$ cat src/rtl/nfs_pkg.sv
package nfs_pkg;
  typedef enum logic [1:0] {
    ST_IDLE,
    ST_LOW,
    ST_HIGH,
    ST_LATCH
  } nfs_state_t;

  typedef struct packed {
    logic load;
    logic shift;
  } nfs_strobe_t;
endpackage

$ cat src/rtl/nfs_datapath.sv
module nfs_datapath
  import nfs_pkg::*;
#(
  parameter int NUM_POS = 6,
  parameter int NUM_DP  = 5
) (
  input  logic                                clk,
  input  logic                                rst_n,
  input  nfs_strobe_t                         strobe,
  input  logic                                rawMode,
  input  logic [NUM_POS*4-1:0]                digitCodes,
  input  logic [NUM_DP-1:0]                   dpFlags,
  input  logic [NUM_POS*10+NUM_DP-1:0]        rawWord,
  output logic                                serData
);
  localparam int SLOTS  = 10;
  localparam int CODE_W = 4;
  localparam int WORD_W = NUM_POS*SLOTS + NUM_DP;

  logic [WORD_W-1:0] digitWord;
  logic [WORD_W-1:0] shiftReg;

  // Each group slot compares its own position's code with the digit it stands for.
  for (genvar p = 0; p < NUM_POS; p++) begin : g_pos
    for (genvar s = 0; s < SLOTS; s++) begin : g_slot
      localparam logic [CODE_W-1:0] SLOT_DIGIT = (s == SLOTS-1) ? CODE_W'(0) : CODE_W'(s+1);
      assign digitWord[p*SLOTS+s] = (digitCodes[p*CODE_W +: CODE_W] == SLOT_DIGIT);
    end
  end

  for (genvar i = 0; i < NUM_DP; i++) begin : g_dp
    assign digitWord[NUM_POS*SLOTS+i] = dpFlags[i];
  end

  // The most significant bit leaves first, and zeros are shifted in behind it.
  always_ff @(posedge clk or negedge rst_n) begin
    if (!rst_n) begin
      shiftReg <= '0;
    end else if (strobe.load) begin
      shiftReg <= rawMode ? rawWord : digitWord;
    end else if (strobe.shift) begin
      shiftReg <= {shiftReg[WORD_W-2:0], 1'b0};
    end
  end

  assign serData = shiftReg[WORD_W-1];
endmodule

$ cat src/rtl/nfs_ctrl.sv
module nfs_ctrl
  import nfs_pkg::*;
#(
  parameter int WORD_W   = 65,
  parameter int HALF_CYC = 2
) (
  input  logic        clk,
  input  logic        rst_n,
  input  logic        loadValid,
  output nfs_strobe_t strobe,
  output logic        busy,
  output logic        serClk,
  output logic        serLatch
);
  localparam int PH_W  = $clog2(HALF_CYC + 1);
  localparam int CNT_W = $clog2(WORD_W + 1);

  nfs_state_t       state;
  logic [PH_W-1:0]  phaseCnt;
  logic [CNT_W-1:0] bitCnt;
  logic             phaseEnd;

  assign phaseEnd = (phaseCnt == PH_W'(HALF_CYC - 1));

  always_ff @(posedge clk or negedge rst_n) begin
    if (!rst_n) begin
      state    <= ST_IDLE;
      phaseCnt <= '0;
      bitCnt   <= '0;
    end else begin
      unique case (state)
        ST_IDLE: begin
          if (loadValid) begin
            state    <= ST_LOW;
            phaseCnt <= '0;
            bitCnt   <= '0;
          end
        end
        ST_LOW: begin
          if (phaseEnd) begin
            phaseCnt <= '0;
            state    <= (bitCnt == CNT_W'(WORD_W)) ? ST_LATCH : ST_HIGH;
          end else begin
            phaseCnt <= phaseCnt + 1'b1;
          end
        end
        ST_HIGH: begin
          if (phaseEnd) begin
            phaseCnt <= '0;
            bitCnt   <= bitCnt + 1'b1;
            state    <= ST_LOW;
          end else begin
            phaseCnt <= phaseCnt + 1'b1;
          end
        end
        ST_LATCH: state <= ST_IDLE;
        default:  state <= ST_IDLE;
      endcase
    end
  end

  always_comb begin
    strobe.load  = (state == ST_IDLE) && loadValid;
    strobe.shift = (state == ST_HIGH) && phaseEnd;
  end

  assign busy     = (state != ST_IDLE);
  assign serClk   = (state == ST_HIGH);
  assign serLatch = (state == ST_LATCH);
endmodule

$ cat src/rtl/nixie_frame_shifter.sv
module nixie_frame_shifter
  import nfs_pkg::*;
#(
  parameter int NUM_POS  = 6,
  parameter int NUM_DP   = 5,
  parameter int HALF_CYC = 2
) (
  input  logic                         clk,
  input  logic                         rst_n,
  input  logic                         loadValid,
  input  logic                         rawMode,
  input  logic [NUM_POS*4-1:0]         digitCodes,
  input  logic [NUM_DP-1:0]            dpFlags,
  input  logic [NUM_POS*10+NUM_DP-1:0] rawWord,
  output logic                         busy,
  output logic                         serData,
  output logic                         serClk,
  output logic                         serLatch
);
  localparam int WORD_W = NUM_POS*10 + NUM_DP;

  nfs_strobe_t strobe;

  nfs_ctrl #(.WORD_W(WORD_W), .HALF_CYC(HALF_CYC)) ctrl_i (
    .clk(clk), .rst_n(rst_n), .loadValid(loadValid), .strobe(strobe),
    .busy(busy), .serClk(serClk), .serLatch(serLatch)
  );

  nfs_datapath #(.NUM_POS(NUM_POS), .NUM_DP(NUM_DP)) dp_i (
    .clk(clk), .rst_n(rst_n), .strobe(strobe), .rawMode(rawMode),
    .digitCodes(digitCodes), .dpFlags(dpFlags), .rawWord(rawWord),
    .serData(serData)
  );
endmodule

$ cat config.mk
export PLATFORM = sky130hd
export DESIGN_NAME = nixie_frame_shifter
export DESIGN_NICKNAME = d
export VERILOG_FILES = /design/src/rtl/nfs_pkg.sv /design/src/rtl/nfs_datapath.sv /design/src/rtl/nfs_ctrl.sv /design/src/rtl/nixie_frame_shifter.sv
export SDC_FILE = /design/constraint.sdc
export NUM_CORES = 1
export LEC_CHECK = 0
export BUFFER_PORTS_ARGS = -buffer_cell sky130_fd_sc_hd__buf_2
export CELL_PAD_IN_SITES_DETAIL_PLACEMENT = 1
export CELL_PAD_IN_SITES_GLOBAL_PLACEMENT = 2
export CORE_ASPECT_RATIO = 0.9
export CORE_MARGIN = 2
export CORE_UTILIZATION = 36
export CTS_CLUSTER_DIAMETER = 120
export DETAILED_ROUTE_END_ITERATION = 10
export GPL_TIMING_DRIVEN = 1
export PLACE_DENSITY_LB_ADDON = 0.08
export SKIP_LAST_GASP = 1
export SLEW_MARGIN = 20
export SYNTH_ARGS = -nofsm -noshare
export SYNTH_HDL_FRONTEND = slang
export SYNTH_SLANG_ARGS = --single-unit
$ cat constraint.sdc
create_clock -name clk -period 4.4 [get_ports clk]
set_input_delay 0.22 -clock clk [delete_from_list [all_inputs] [get_ports clk]]
set_output_delay 0.22 -clock clk [all_outputs]
set_load 0.05 [all_outputs]
==> summary.txt, run 1 <==
Clock tree
  • Buffers inserted during post-CTS setup optimization: 0
  • Inserted Clock Buffers: 9
  • Clock Path Buffers: 2
  • Number of sinks on the clock net: 76
  • Post-cts repair resize count: 0
  • Clock tree root driver cell: sky130_fd_sc_hd__clkbuf_16
  • Number of levels in the clock H-tree: 3
  • Post-CTS clock slew at the launch and capture registers of the worst setup and hold paths: 0.06 ns
  • Worst skew pair latency: 0.33 ns
  • CTS tree: yes

Job
  • Max Cap Violations: 0

Yosys
  • Sequential cell area fraction in the yosys report: 41.9%
  • Number of synthesized flops with an enable pin: 0
  • Ranking of synthesized cells by area: sky130_fd_sc_hd__dfrtp_1 (42%), sky130_fd_sc_hd__mux2i_1 (15%), sky130_fd_sc_hd__a211oi_1 (11%), sky130_fd_sc_hd__a21oi_1 (7.8%), sky130_fd_sc_hd__nor4_1 (4.3%)
  • Cell count after synthesis: 473
  • Fraction of synthesized cell area taken by the top area cell type: 41.9%
  • Leading cell types by count after synthesis: sky130_fd_sc_hd__dfrtp_1 (76), sky130_fd_sc_hd__a21oi_1 (71), sky130_fd_sc_hd__mux2i_1 (68)
  • Most common flop cell mapped by yosys: sky130_fd_sc_hd__dfrtp_1
  • Cell taking the most area after synthesis: sky130_fd_sc_hd__dfrtp_1
  • YS warnings: 0
  • Share of synthesized flip-flops with an asynchronous set or reset: 100%
  • Post-Syn Area: 0.00454 sq mm
  • Synth Register Bits: 76
  • Post-synthesis net count: 577
  • Distinct cell type count of the synthesized netlist: 33
  • Library cell with the highest instance count after synthesis: sky130_fd_sc_hd__dfrtp_1
  • Per-instance average area after synthesis: 9.59 sq um

Critical path
  • WP data required: 4.60 ns
  • Startpoint of the most critical register-to-register path: ctrl_i.state[0]$_DFFE_PN0P_
  • Startpoint type of the worst setup path: flop
  • Worst r2r dst: dp_i.shiftReg[16]$_DFFE_PN0P_
  • Slack of the worst reg-to-reg path: 2.01 ns
  • Cell depth of the worst flop-to-flop path: 6
  • Category of cells accounting for the largest share of critical-path delay: buffers and inverters
  • Type of the setup path with the least slack: flop to flop
  • Critical path peak fanout: 94
  • Critical path cell sequence: inv_1 > ha_1 > nand2_4 > buf_4 > a211oi_1 > a21oi_1
  • Slowest cell on the critical path: sky130_fd_sc_hd__nand2_4
  • Worst Path Buf+Inv: 2
  • Nature of the critical path endpoint: flop
  • Max incr delay on CP: 0.56 ns
  • Signal arrival time at the worst endpoint: 2.59 ns

Floorplanning
  • Std-Cell Rows: 38
  • Die outline area: 0.0135 sq mm
  • Overall die height: 111 um
  • Initial cell density of the core: 37.3%
  • Die boundary width: 122 um
  • CORE AREA: 0.0122 sq mm
  • # IOs: 102

Timing
  • Final Cycle Share: 54.2%
  • Total count of max-transition violations in the final report: 0
  • Post-Route Skew: 0.00658 ns
  • Unrepaired setup endpoints after global routing: no
  • Final Hold Violating Endpoints: 0
  • Setup TNS: 0 ns
  • Worst slew margin relative to its limit: 32.0%
  • Maximum clock frequency: 0.419 GHz
  • Final count of negative-setup-slack endpoints: 0
  • Min Clock Period, post-route: 2.39 ns
  • Slew @ Worst Pin: 1.02 ns

Global routing
  • Number of global-route vias before repair: 4085
  • Largest net degree at the start of global routing: 109
  • Antenna violations before repair: 1
  • Overall track demand over capacity in global routing: 18.6%
  • GRT Residual Overflow: 0
  • First-pass GRT wire length: 20300 um

Drt
  • Drt drc: 0
  • Total wire length after detailed routing: 11900 um
  • Average wire per standard cell: 16.7 um
  • Detailed-route vias per instance: 5.51
  • Iteration count of the initial detailed-routing pass: 4
  • Via total after detailed routing: 3952
  • Iter 0 DRT Violations: 153
  • Remaining antenna violation count after routing: 0

Status
  • Run status: complete, no violations

Placement
  • Port bufs: 101
  • Routability-driven placement congestion ratio: 0.763
  • Post-DP HPWL: 8340 um

Power and ir drop
  • Leakage power of the design: 0.00241 uW
  • Tot Pwr: 1540 uW
  • PwrDens: 284 mW/mm^2
  • Maximum resistive drop on vdd: 0.162 mV

Hold path
  • Worst hold path depth: 3
  • Endpoint with the worst hold slack: dp_i.shiftReg[12]$_DFFE_PN0P_
  • Hold Startpoint: rawWord[12]
  • Path category of the worst min-delay check: input pin to flop

Cells and area
  • Synth-to-Final Area Change: 19.7%
  • Layout net count: 656
  • Fraction of layout instances using a drive strength above 1: 22.1%
[placed cells by master, fill, tap and decap left out, types with 4 or more instances in the layout]
cell type	instances
sky130_fd_sc_hd__a211oi_1	65
sky130_fd_sc_hd__or4_1	10
sky130_fd_sc_hd__buf_2	99
sky130_fd_sc_hd__inv_1	4
sky130_fd_sc_hd__a21oi_1	71
sky130_fd_sc_hd__o31ai_1	4
sky130_fd_sc_hd__nor2b_1	6
sky130_fd_sc_hd__dfrtp_1	76
sky130_fd_sc_hd__nor4_1	31
sky130_fd_sc_hd__nor2_1	11
sky130_fd_sc_hd__nand2_1	10
sky130_fd_sc_hd__mux2i_1	68
sky130_fd_sc_hd__buf_4	6
sky130_fd_sc_hd__nor3_1	25
sky130_fd_sc_hd__nand2b_1	25
sky130_fd_sc_hd__o21ai_0	4
sky130_fd_sc_hd__ha_1	6
sky130_fd_sc_hd__clkbuf_8	4
sky130_fd_sc_hd__clkbuf_16	9
[timing repair]
item	4_1_cts	5_1_grt
endpoints found under the hold margin	0	11
setup endpoints to repair	0	0
hold buffers	0	1
[worst max-delay path by stage]
stage	slack [ns]	startpoint	cells past startpoint	end
6_report	2.01	ctrl_i.state[0]$_DFFE_PN0P_	6	dp_i.shiftReg[16]$_DFFE_PN0P_
5_1_grt	1.79	ctrl_i.state[0]$_DFFE_PN0P_	6	dp_i.shiftReg[19]$_DFFE_PN0P_
4_1_cts	2.01	ctrl_i.state[0]$_DFFE_PN0P_	6	dp_i.shiftReg[16]$_DFFE_PN0P_
3_5_place_dp	2.00	ctrl_i.state[0]$_DFFE_PN0P_	6	dp_i.shiftReg[16]$_DFFE_PN0P_
3_3_place_gp	2.13	ctrl_i.state[0]$_DFFE_PN0P_	6	dp_i.shiftReg[16]$_DFFE_PN0P_
2_1_floorplan	2.23	ctrl_i.state[0]$_DFFE_PN0P_	6	ctrl_i.bitCnt[3]$_DFFE_PN0P_
[stage by stage]
step	instance area (sq um)	hold slack, ns	instances	util (%)	worst slack, ns
after global placement	5120	0.450	700	42.1	2.13
after global routing	5430	0.168	716	44.6	1.79
after CTS	5410	0.100	715	44.5	2.01
final	5430	0.161	717	44.6	2.01
after floorplan	4540	-0.0756	473	-	2.23
after detailed placement	5120	0.462	700	42.1	2.00
[layer usage]
metal | part of all wire, % | vias up | track usage, % | wire (um)
met2 | 46 | 67 | 29.6 | 5530
met5 | 0 | - | 0 | 0
met1 | 49 | 1885 | 25.7 | 5820
met4 | 0.51 | 0 | 3.22 | 61
met3 | 4.4 | 4 | 4.60 | 529
li1 | - | 1996 | - | -
[flip-flops by register name, indices dropped and copies added (netlist names)]
signal / cells
dp_i.shiftReg: 65
ctrl_i.bitCnt: 7
ctrl_i.state: 2
ctrl_i.phaseCnt: 2
[cell families after synthesis]
family,count (synthesis),synth area share (%)
simple gates,127,16.1
fa+ha+maj,6,1.65
flops,76,41.9
xor+xnor,1,0.193
mux,69,15.2
compound gates,151,20.8
buf+inv,43,4.05
[worst min-delay path: stages]
cell and delay (ns):
sky130_fd_sc_hd__buf_2 0.07, sky130_fd_sc_hd__a211oi_1 0.06, sky130_fd_sc_hd__a21oi_1 0.10
[report_power, final]
part           internal, uW  leakage [uW]  switching [uW]
Clock                   440      0.000145             282
Combinational          45.4       0.00149            76.6
Sequential              699      0.000775               0
Total                  1180       0.00241             359
[cell type report]
cell class	instances	area, sq um
Antenna cell	1	2.50
Clock buffer	14	284
Clock inverter	1	5.00
Fill cell	1442	6740
Inverter	4	15.0
Multi-Input combinational cell	354	2460
Sequential cell	76	1900
Tap cell	160	200
Timing Repair Buffer	107	562
(Power assumes the default switching activity.)
==> run 2: changes to the inputs <==
CORE_UTILIZATION = 33   (was 36)
clock period = 2.3 ns   (was 4.4 ns; I/O delays follow)
==> run 2 against run 1 <==
Sequential power increased by 92%. Routed wire length increased by 2.6%. Power increased by 100%. Critical path depth decreased by 1. Count of clock-buffer cells in the layout decreased by 1. Via count increased by 2.3%. First-iteration DRC count increased by 16%. Worst hold slack got worse by 0.11 ns. Global-route usage decreased by 1.2 points. Cell count increased by 2.2%. Sequential cell count unchanged. Register-to-register slack got worse by 1.8 ns. Critical path type unchanged. Highest routed layer unchanged.
==> summary.txt, run 2 (same netlist as run 1, synthesis figures left out) <==
Job
  • Max Cap Violations: 0

Timing
  • Post-Route Skew: 0.0102 ns
  • Min Clock Period, post-route: 2.06 ns
  • Final Cycle Share: 89.7%
  • Unrepaired setup endpoints after global routing: no
  • Final count of negative-setup-slack endpoints: 0
  • Total count of max-transition violations in the final report: 0
  • Maximum clock frequency: 0.485 GHz
  • Worst slew margin relative to its limit: 45.8%
  • Setup TNS: 0 ns
  • Final worst setup slack: 0.238 ns
  • Slew @ Worst Pin: 0.805 ns
  • Final Hold Violating Endpoints: 0

Drt
  • Highest metal layer used by the detailed router: met4
  • Iteration count of the initial detailed-routing pass: 4
  • Average wire per standard cell: 16.7 um
  • Routed length on met2: 5700 um
  • Via total after detailed routing: 4044
  • Total wire length after detailed routing: 12300 um
  • Remaining antenna violation count after routing: 0
  • Iter 0 DRT Violations: 178
  • Routed length on met3: 372 um
  • Met1 routed wirelength after detailed routing: 6080 um
  • Drt drc: 0
  • Detailed-route vias per instance: 5.52

Power and ir drop
  • Maximum resistive drop on vdd: 0.364 mV
  • PwrDens: 560 mW/mm^2
  • Leakage power of the design: 0.00250 uW

Cells and area
  • Top flop regs: dp_i.shiftReg: 65 flops, ctrl_i.bitCnt: 7 flops
  • Layout net count: 664
  • Share of the core filled with cells: 42.0%
  • Most flops, register: dp_i.shiftReg
  • Commonest non-fill, non-tap cell in the layout: sky130_fd_sc_hd__buf_2
  • Largest register FFs: 65
  • Fraction of layout instances using a drive strength above 1: 23.5%
  • Antenna cells: 0
  • Synth-to-Final Area Change: 24.2%
  • Commonest cells after routing, fill and taps aside: sky130_fd_sc_hd__buf_2 (99), sky130_fd_sc_hd__dfrtp_1 (76), sky130_fd_sc_hd__a21oi_1 (71)

Clock tree
  • Clock tree root driver cell: sky130_fd_sc_hd__clkbuf_16
  • Inserted Clock Buffers: 9
  • Post-CTS clock slew at the launch and capture registers of the worst setup and hold paths: 0.06 ns
  • Buffers inserted during post-CTS setup optimization: 0
  • Number of sinks on the clock net: 76
  • Number of levels in the clock H-tree: 3
  • Worst skew pair latency: 0.33 ns
  • CTS tree: yes
  • Clock Path Buffers: 2

Global routing
  • First-pass GRT wire length: 20600 um
  • Overall track demand over capacity in global routing: 17.4%
  • Largest net degree at the start of global routing: 77
  • Number of global-route vias before repair: 4165
  • GRT Residual Overflow: 0
  • Antenna violations before repair: 0

Critical path
  • Max incr delay on CP: 0.56 ns
  • Critical path peak fanout: 10
  • Worst Path Buf+Inv: 1
  • Type of the setup path with the least slack: flop to flop
  • Startpoint type of the worst setup path: flop
  • Worst setup path startpoint: ctrl_i.state[0]$_DFFE_PN0P_
  • Startpoint of the most critical register-to-register path: ctrl_i.state[0]$_DFFE_PN0P_
  • Critical path cell sequence: inv_1 > ha_1 > o21ai_0 > or4_1 > a21oi_1
  • Nature of the critical path endpoint: flop
  • Category of cells accounting for the largest share of critical-path delay: simple AND/OR/NAND/NOR gates
  • WP data required: 2.55 ns
  • Slowest cell on the critical path: sky130_fd_sc_hd__or4_1
  • Signal arrival time at the worst endpoint: 2.31 ns

Floorplanning
  • Die outline area: 0.0147 sq mm
  • CORE AREA: 0.0134 sq mm
  • Die boundary width: 128 um
  • Std-Cell Rows: 40
  • Initial cell density of the core: 33.8%
  • # IOs: 102
  • Overall die height: 115 um

Placement
  • Worst slack at placement: 0.209 ns
  • Routability-driven placement congestion ratio: 0.827
  • Post-DP HPWL: 8760 um
  • Port bufs: 101

Status
  • Run status: complete, no violations

Hold path
  • Hold Startpoint: rawWord[29]
  • Path category of the worst min-delay check: input pin to flop
## run 2: changes by cell type in the layout (fill, tap and decap cells not counted)
cell,before,now
sky130_fd_sc_hd__diode_2,1,0
sky130_fd_sc_hd__buf_4,6,7
sky130_fd_sc_hd__ha_1,6,5
sky130_fd_sc_hd__clkinvlp_4,0,1
sky130_fd_sc_hd__bufinv_16,0,2
sky130_fd_sc_hd__clkinv_2,1,0
sky130_fd_sc_hd__clkbuf_8,4,3
sky130_fd_sc_hd__ha_2,0,1
sky130_fd_sc_hd__buf_12,0,7
## run 2: power breakdown
| group | leakage, uW | switching (uW) | total, uW | internal (uW) |
|---|---|---|---|---|
| combinational | 0.00157 | 145 | 235 | 90.3 |
| sequential | 0.000775 | 0 | 1340 | 1340 |
| clock | 0.000162 | 542 | 1580 | 1040 |
## run 2: worst reg2reg max path, stage by stage, from the launching register on
cell	delay (ns)
sky130_fd_sc_hd__dfrtp_1	0.40
sky130_fd_sc_hd__inv_1	0.12
sky130_fd_sc_hd__ha_1	0.37
sky130_fd_sc_hd__o21ai_0	0.35
sky130_fd_sc_hd__or4_1	0.56
sky130_fd_sc_hd__a21oi_1	0.18
## run 2: through the flow
step | hold WS [ns] | cells | instance area (sq um) | power (uW)
2_1_floorplan | -0.181 | 473 | 4540 | 1440
3_3_place_gp | 0.339 | 716 | 5280 | 1590
3_5_place_dp | 0.364 | 716 | 5280 | 1600
4_1_cts | 0.00667 | 732 | 5620 | 3200
5_1_grt | 0.0727 | 733 | 5640 | 3290
6_report | 0.0537 | 733 | 5640 | 3150
## run 2: path summary, 6_finish.rpt
check / endpoint / slack, ns / cells past startpoint
min: dp_i.shiftReg[29]$_DFFE_PN0P_ / 0.05 / 3
min in group asynchronous: dp_i.shiftReg[59]$_DFFE_PN0P_ / 0.36 / 2
max in group asynchronous: dp_i.shiftReg[44]$_DFFE_PN0P_ / 1.38 / 2
max: ctrl_i.bitCnt[3]$_DFFE_PN0P_ / 0.24 / 5
max reg2reg: ctrl_i.bitCnt[3]$_DFFE_PN0P_ / 0.24 / 5
min reg2reg: dp_i.shiftReg[0]$_DFFE_PN0P_ / 0.52 / 2
## run 2: metal layers
layer  GRT usage (%)  up-vias
li1                -     2006
met3            3.07        9
met4            4.18        0
met2            28.3       73
met5               0        -
met1            24.2     1956
## run 2: final cells by class
class                   instances  area (sq um)
fillers                      1539          7780
multi-input cells             354          2460
flip-flops and latches         76          1900
repair buffers                115           709
clock buffers                  13           270
well taps                     168           210
clock inverters                 3          67.6
inverters                       4          15.0
## run 2: repair_timing
item                                   4_1_cts  5_1_grt
setup endpoints to repair                    0        3
resized for setup                            0        1
endpoints found under the hold margin        0       76
hold buffers                                 0        1
==> run 3: changes to the inputs <==
CELL_PAD_IN_SITES_DETAIL_PLACEMENT = not set   (was 1)
CELL_PAD_IN_SITES_GLOBAL_PLACEMENT = not set   (was 2)
CORE_UTILIZATION = 55   (was 33)
SYNTH_HIERARCHICAL = 1   (was not set)
==> run 3 against run 2 <==
Design area is 0.67% lower. Synthesized cell count grew 2.3%. Worst setup slack got worse by 0.010 ns. Clock skew down 0.0029 ns. Count of clock-buffer cells in the layout is 1 lower. Sequential cell count unchanged. Critical path type unchanged. Largest power group is now combinational logic.
==> summary.txt, run 3 <==
Drt
  • Drt drc: 0
  • Iteration count of the initial detailed-routing pass: 5
  • Detailed-route vias per instance: 5.93
  • Iter 0 DRT Violations: 180
  • Total wire length after detailed routing: 10800 um
  • Average wire per standard cell: 15.7 um
  • Remaining antenna violation count after routing: 0
  • Via total after detailed routing: 4089

Yosys
  • Cell count after synthesis: 484
  • Cell taking the most area after synthesis: sky130_fd_sc_hd__dfrtp_1
  • Most common flop cell mapped by yosys: sky130_fd_sc_hd__dfrtp_1
  • Library cell with the highest instance count after synthesis: sky130_fd_sc_hd__dfrtp_1
  • Sequential cell area fraction in the yosys report: 40.9%
  • Post-synthesis net count: 589
  • Distinct cell type count of the synthesized netlist: 54
  • Leading cell types by count after synthesis: sky130_fd_sc_hd__dfrtp_1 (76), sky130_fd_sc_hd__a211oi_1 (54), sky130_fd_sc_hd__a21oi_1 (46)
  • YS warnings: 6
  • Post-Syn Area: 0.00465 sq mm
  • Ranking of synthesized cells by area: sky130_fd_sc_hd__dfrtp_1 (41%), sky130_fd_sc_hd__a211oi_1 (8.7%), sky130_fd_sc_hd__nor2b_1 (5.8%), sky130_fd_sc_hd__mux2i_1 (5.2%), sky130_fd_sc_hd__a21oi_1 (5.0%)
  • Fraction of synthesized cell area taken by the top area cell type: 40.9%
  • Per-instance average area after synthesis: 9.60 sq um
  • Share of synthesized flip-flops with an asynchronous set or reset: 100%
  • Synth Register Bits: 76
  • Number of synthesized flops with an enable pin: 0

Timing
  • Unrepaired setup endpoints after global routing: no
  • Min Clock Period, post-route: 2.07 ns
  • Tightest hold margin: 0.0163 ns
  • Post-Route Skew: 0.00722 ns
  • Worst slew margin relative to its limit: 37.3%
  • Final Cycle Share: 90.1%
  • Setup TNS: 0 ns
  • Final count of negative-setup-slack endpoints: 0
  • Slew @ Worst Pin: 0.941 ns
  • Maximum clock frequency: 0.483 GHz
  • Final Hold Violating Endpoints: 0
  • Total count of max-transition violations in the final report: 0

Job
  • Max Cap Violations: 0

Status
  • Run status: complete, no violations

Floorplanning
  • Die outline area: 0.00920 sq mm
  • Overall die height: 91.2 um
  • # IOs: 102
  • Std-Cell Rows: 31
  • Initial cell density of the core: 57.3%
  • Die boundary width: 101 um
  • CORE AREA: 0.00811 sq mm

Cells and area
  • Commonest cells after routing, fill and taps aside: sky130_fd_sc_hd__buf_2 (100), sky130_fd_sc_hd__dfrtp_1 (76), sky130_fd_sc_hd__a211oi_1 (54)
  • Largest register FFs: 65
  • Fraction of layout instances using a drive strength above 1: 24.6%
  • Fillers: 649
  • Layout net count: 690
  • Area taken by flip-flops and latches: 0.00190 sq mm
  • Area used by multi-input combinational logic: 0.00252 sq mm
  • Top flop regs: dp_i/shiftReg: 65 flops, ctrl_i/bitCnt: 7 flops
  • Design area: 0.00560 sq mm
  • Most flops, register: dp_i/shiftReg
  • Share of the core filled with cells: 69.1%
  • Commonest non-fill, non-tap cell in the layout: sky130_fd_sc_hd__buf_2
  • Synth-to-Final Area Change: 20.5%
  • Antenna cells: 0

Hold path
  • Path category of the worst min-delay check: input pin to flop

Critical path
  • Signal arrival time at the worst endpoint: 2.30 ns
  • Critical path peak fanout: 21
  • Nature of the critical path endpoint: flop
  • WP data required: 2.53 ns
  • Type of the setup path with the least slack: flop to flop
  • Startpoint type of the worst setup path: flop

Placement
  • Placement Cell Area: 0.00523 sq mm
  • Post-DP HPWL: 7510 um
  • Routability-driven placement congestion ratio: 0.874
  • Port bufs: 101

Global routing
  • Overall track demand over capacity in global routing: 23.8%
  • Number of global-route vias before repair: 3720
  • First-pass GRT wire length: 17700 um
  • GRT Residual Overflow: 0
  • Largest net degree at the start of global routing: 77
  • Antenna violations before repair: 0

Clock tree
  • Buffers inserted during post-CTS setup optimization: 0
  • Quantity of hold-fixing buffers added after cts: 12
  • Inserted Clock Buffers: 9
  • Worst skew pair latency: 0.34 ns
  • Number of levels in the clock H-tree: 3
  • Number of sinks on the clock net: 76
  • Clock tree root driver cell: sky130_fd_sc_hd__clkbuf_8
  • CTS tree: yes
  • Post-CTS clock slew at the launch and capture registers of the worst setup and hold paths: 0.07 ns
  • Post-cts repair resize count: 0
  • Clock Path Buffers: 2

Power and ir drop
  • Maximum resistive drop on vdd: 0.978 mV
  • PwrDens: 1130 mW/mm^2
  • Leakage power of the design: 0.00240 uW
run 3: cell types whose count changed in the layout (fill, tap and decap cells not counted), sizes merged, moves of 11 or more:
cell	change
mux2i	-44
nor2b	+36
nor4	-31
a21oi	-25
a22oi	+25
and2	+19
nand2b	-17
nor3	-17
nand2	+16
a211oi	-11
a32oi	+11
dlygate4sd3	+11
run 3: critical path, stage by stage (launching register included):
cell and delay (ns):
sky130_fd_sc_hd__dfrtp_1 0.43, sky130_fd_sc_hd__inv_1 0.14, sky130_fd_sc_hd__ha_1 0.32, sky130_fd_sc_hd__and2_4 0.36, sky130_fd_sc_hd__buf_4 0.25, sky130_fd_sc_hd__buf_4 0.22
sky130_fd_sc_hd__o22ai_1 0.08, sky130_fd_sc_hd__a21o_1 0.16
run 3: layout make-up:
type	instances	area share, %
clock inverters	4	1.70
inverters	12	0.804
clock buffers	12	2.77
flip-flops and latches	76	34.0
multi-input cells	361	45.1
well taps	99	2.21
repair buffers	125	13.5
run 3: layer usage:
| layer | global-route usage, % | wire, um | vias to the layer above |
|---|---|---|---|
| li1 | - | - | 2023 |
| met1 | 34.0 | 4990 | 1917 |
| met3 | 4.08 | 582 | 20 |
| met4 | 7.66 | 195 | 0 |
| met2 | 37.1 | 5060 | 129 |
| met5 | 0 | 0 | - |
run 3: cells by family after synthesis:
kind of cell | share of synthesized area (%)
flip-flops | 40.9
buffers and inverters | 5.14
XOR/XNOR | 0.377
adder cells (fa/ha/maj) | 1.88
AND/OR/NAND/NOR | 20.6
AO/OA/AOI/OAI | 25.7
multiplexers | 5.41
run 3: power by group:
group / internal, uW / leakage, uW / switching (uW)
clock network: 779 / 0.000127 / 466
registers: 1970 / 0.000920 / 355
logic: 1250 / 0.00136 / 1490
run 3: path summary, 6_finish.rpt:
kind | start | to | slack, ns | cells after the start
min reg2reg | ctrl_i/phaseCnt[1]$_DFFE_PN0P_ | ctrl_i/phaseCnt[1]$_DFFE_PN0P_ | 0.50 | 1
max | ctrl_i/state[0]$_DFFE_PN0P_ | dp_i/shiftReg[46]$_DFFE_PN0P_ | 0.23 | 7
min | rawWord[6] | dp_i/shiftReg[6]$_DFFE_PN0P_ | 0.02 | 3
max reg2reg | ctrl_i/state[0]$_DFFE_PN0P_ | dp_i/shiftReg[46]$_DFFE_PN0P_ | 0.23 | 7
max in group asynchronous | rst_n | dp_i/shiftReg[45]$_DFFE_PN0P_ | 1.24 | 2
min in group asynchronous | rst_n | dp_i/shiftReg[14]$_DFFE_PN0P_ | 0.46 | 2
run 3: through the flow:
step | setup slack (ns) | total power [uW] | cells
2_1_floorplan | 0.0896 | 4390 | 484
3_3_place_gp | 0.358 | 4940 | 661
3_5_place_dp | 0.270 | 5040 | 661
4_1_cts | 0.236 | 6340 | 689
5_1_grt | 0.0755 | 6820 | 689
6_report | 0.228 | 6310 | 689
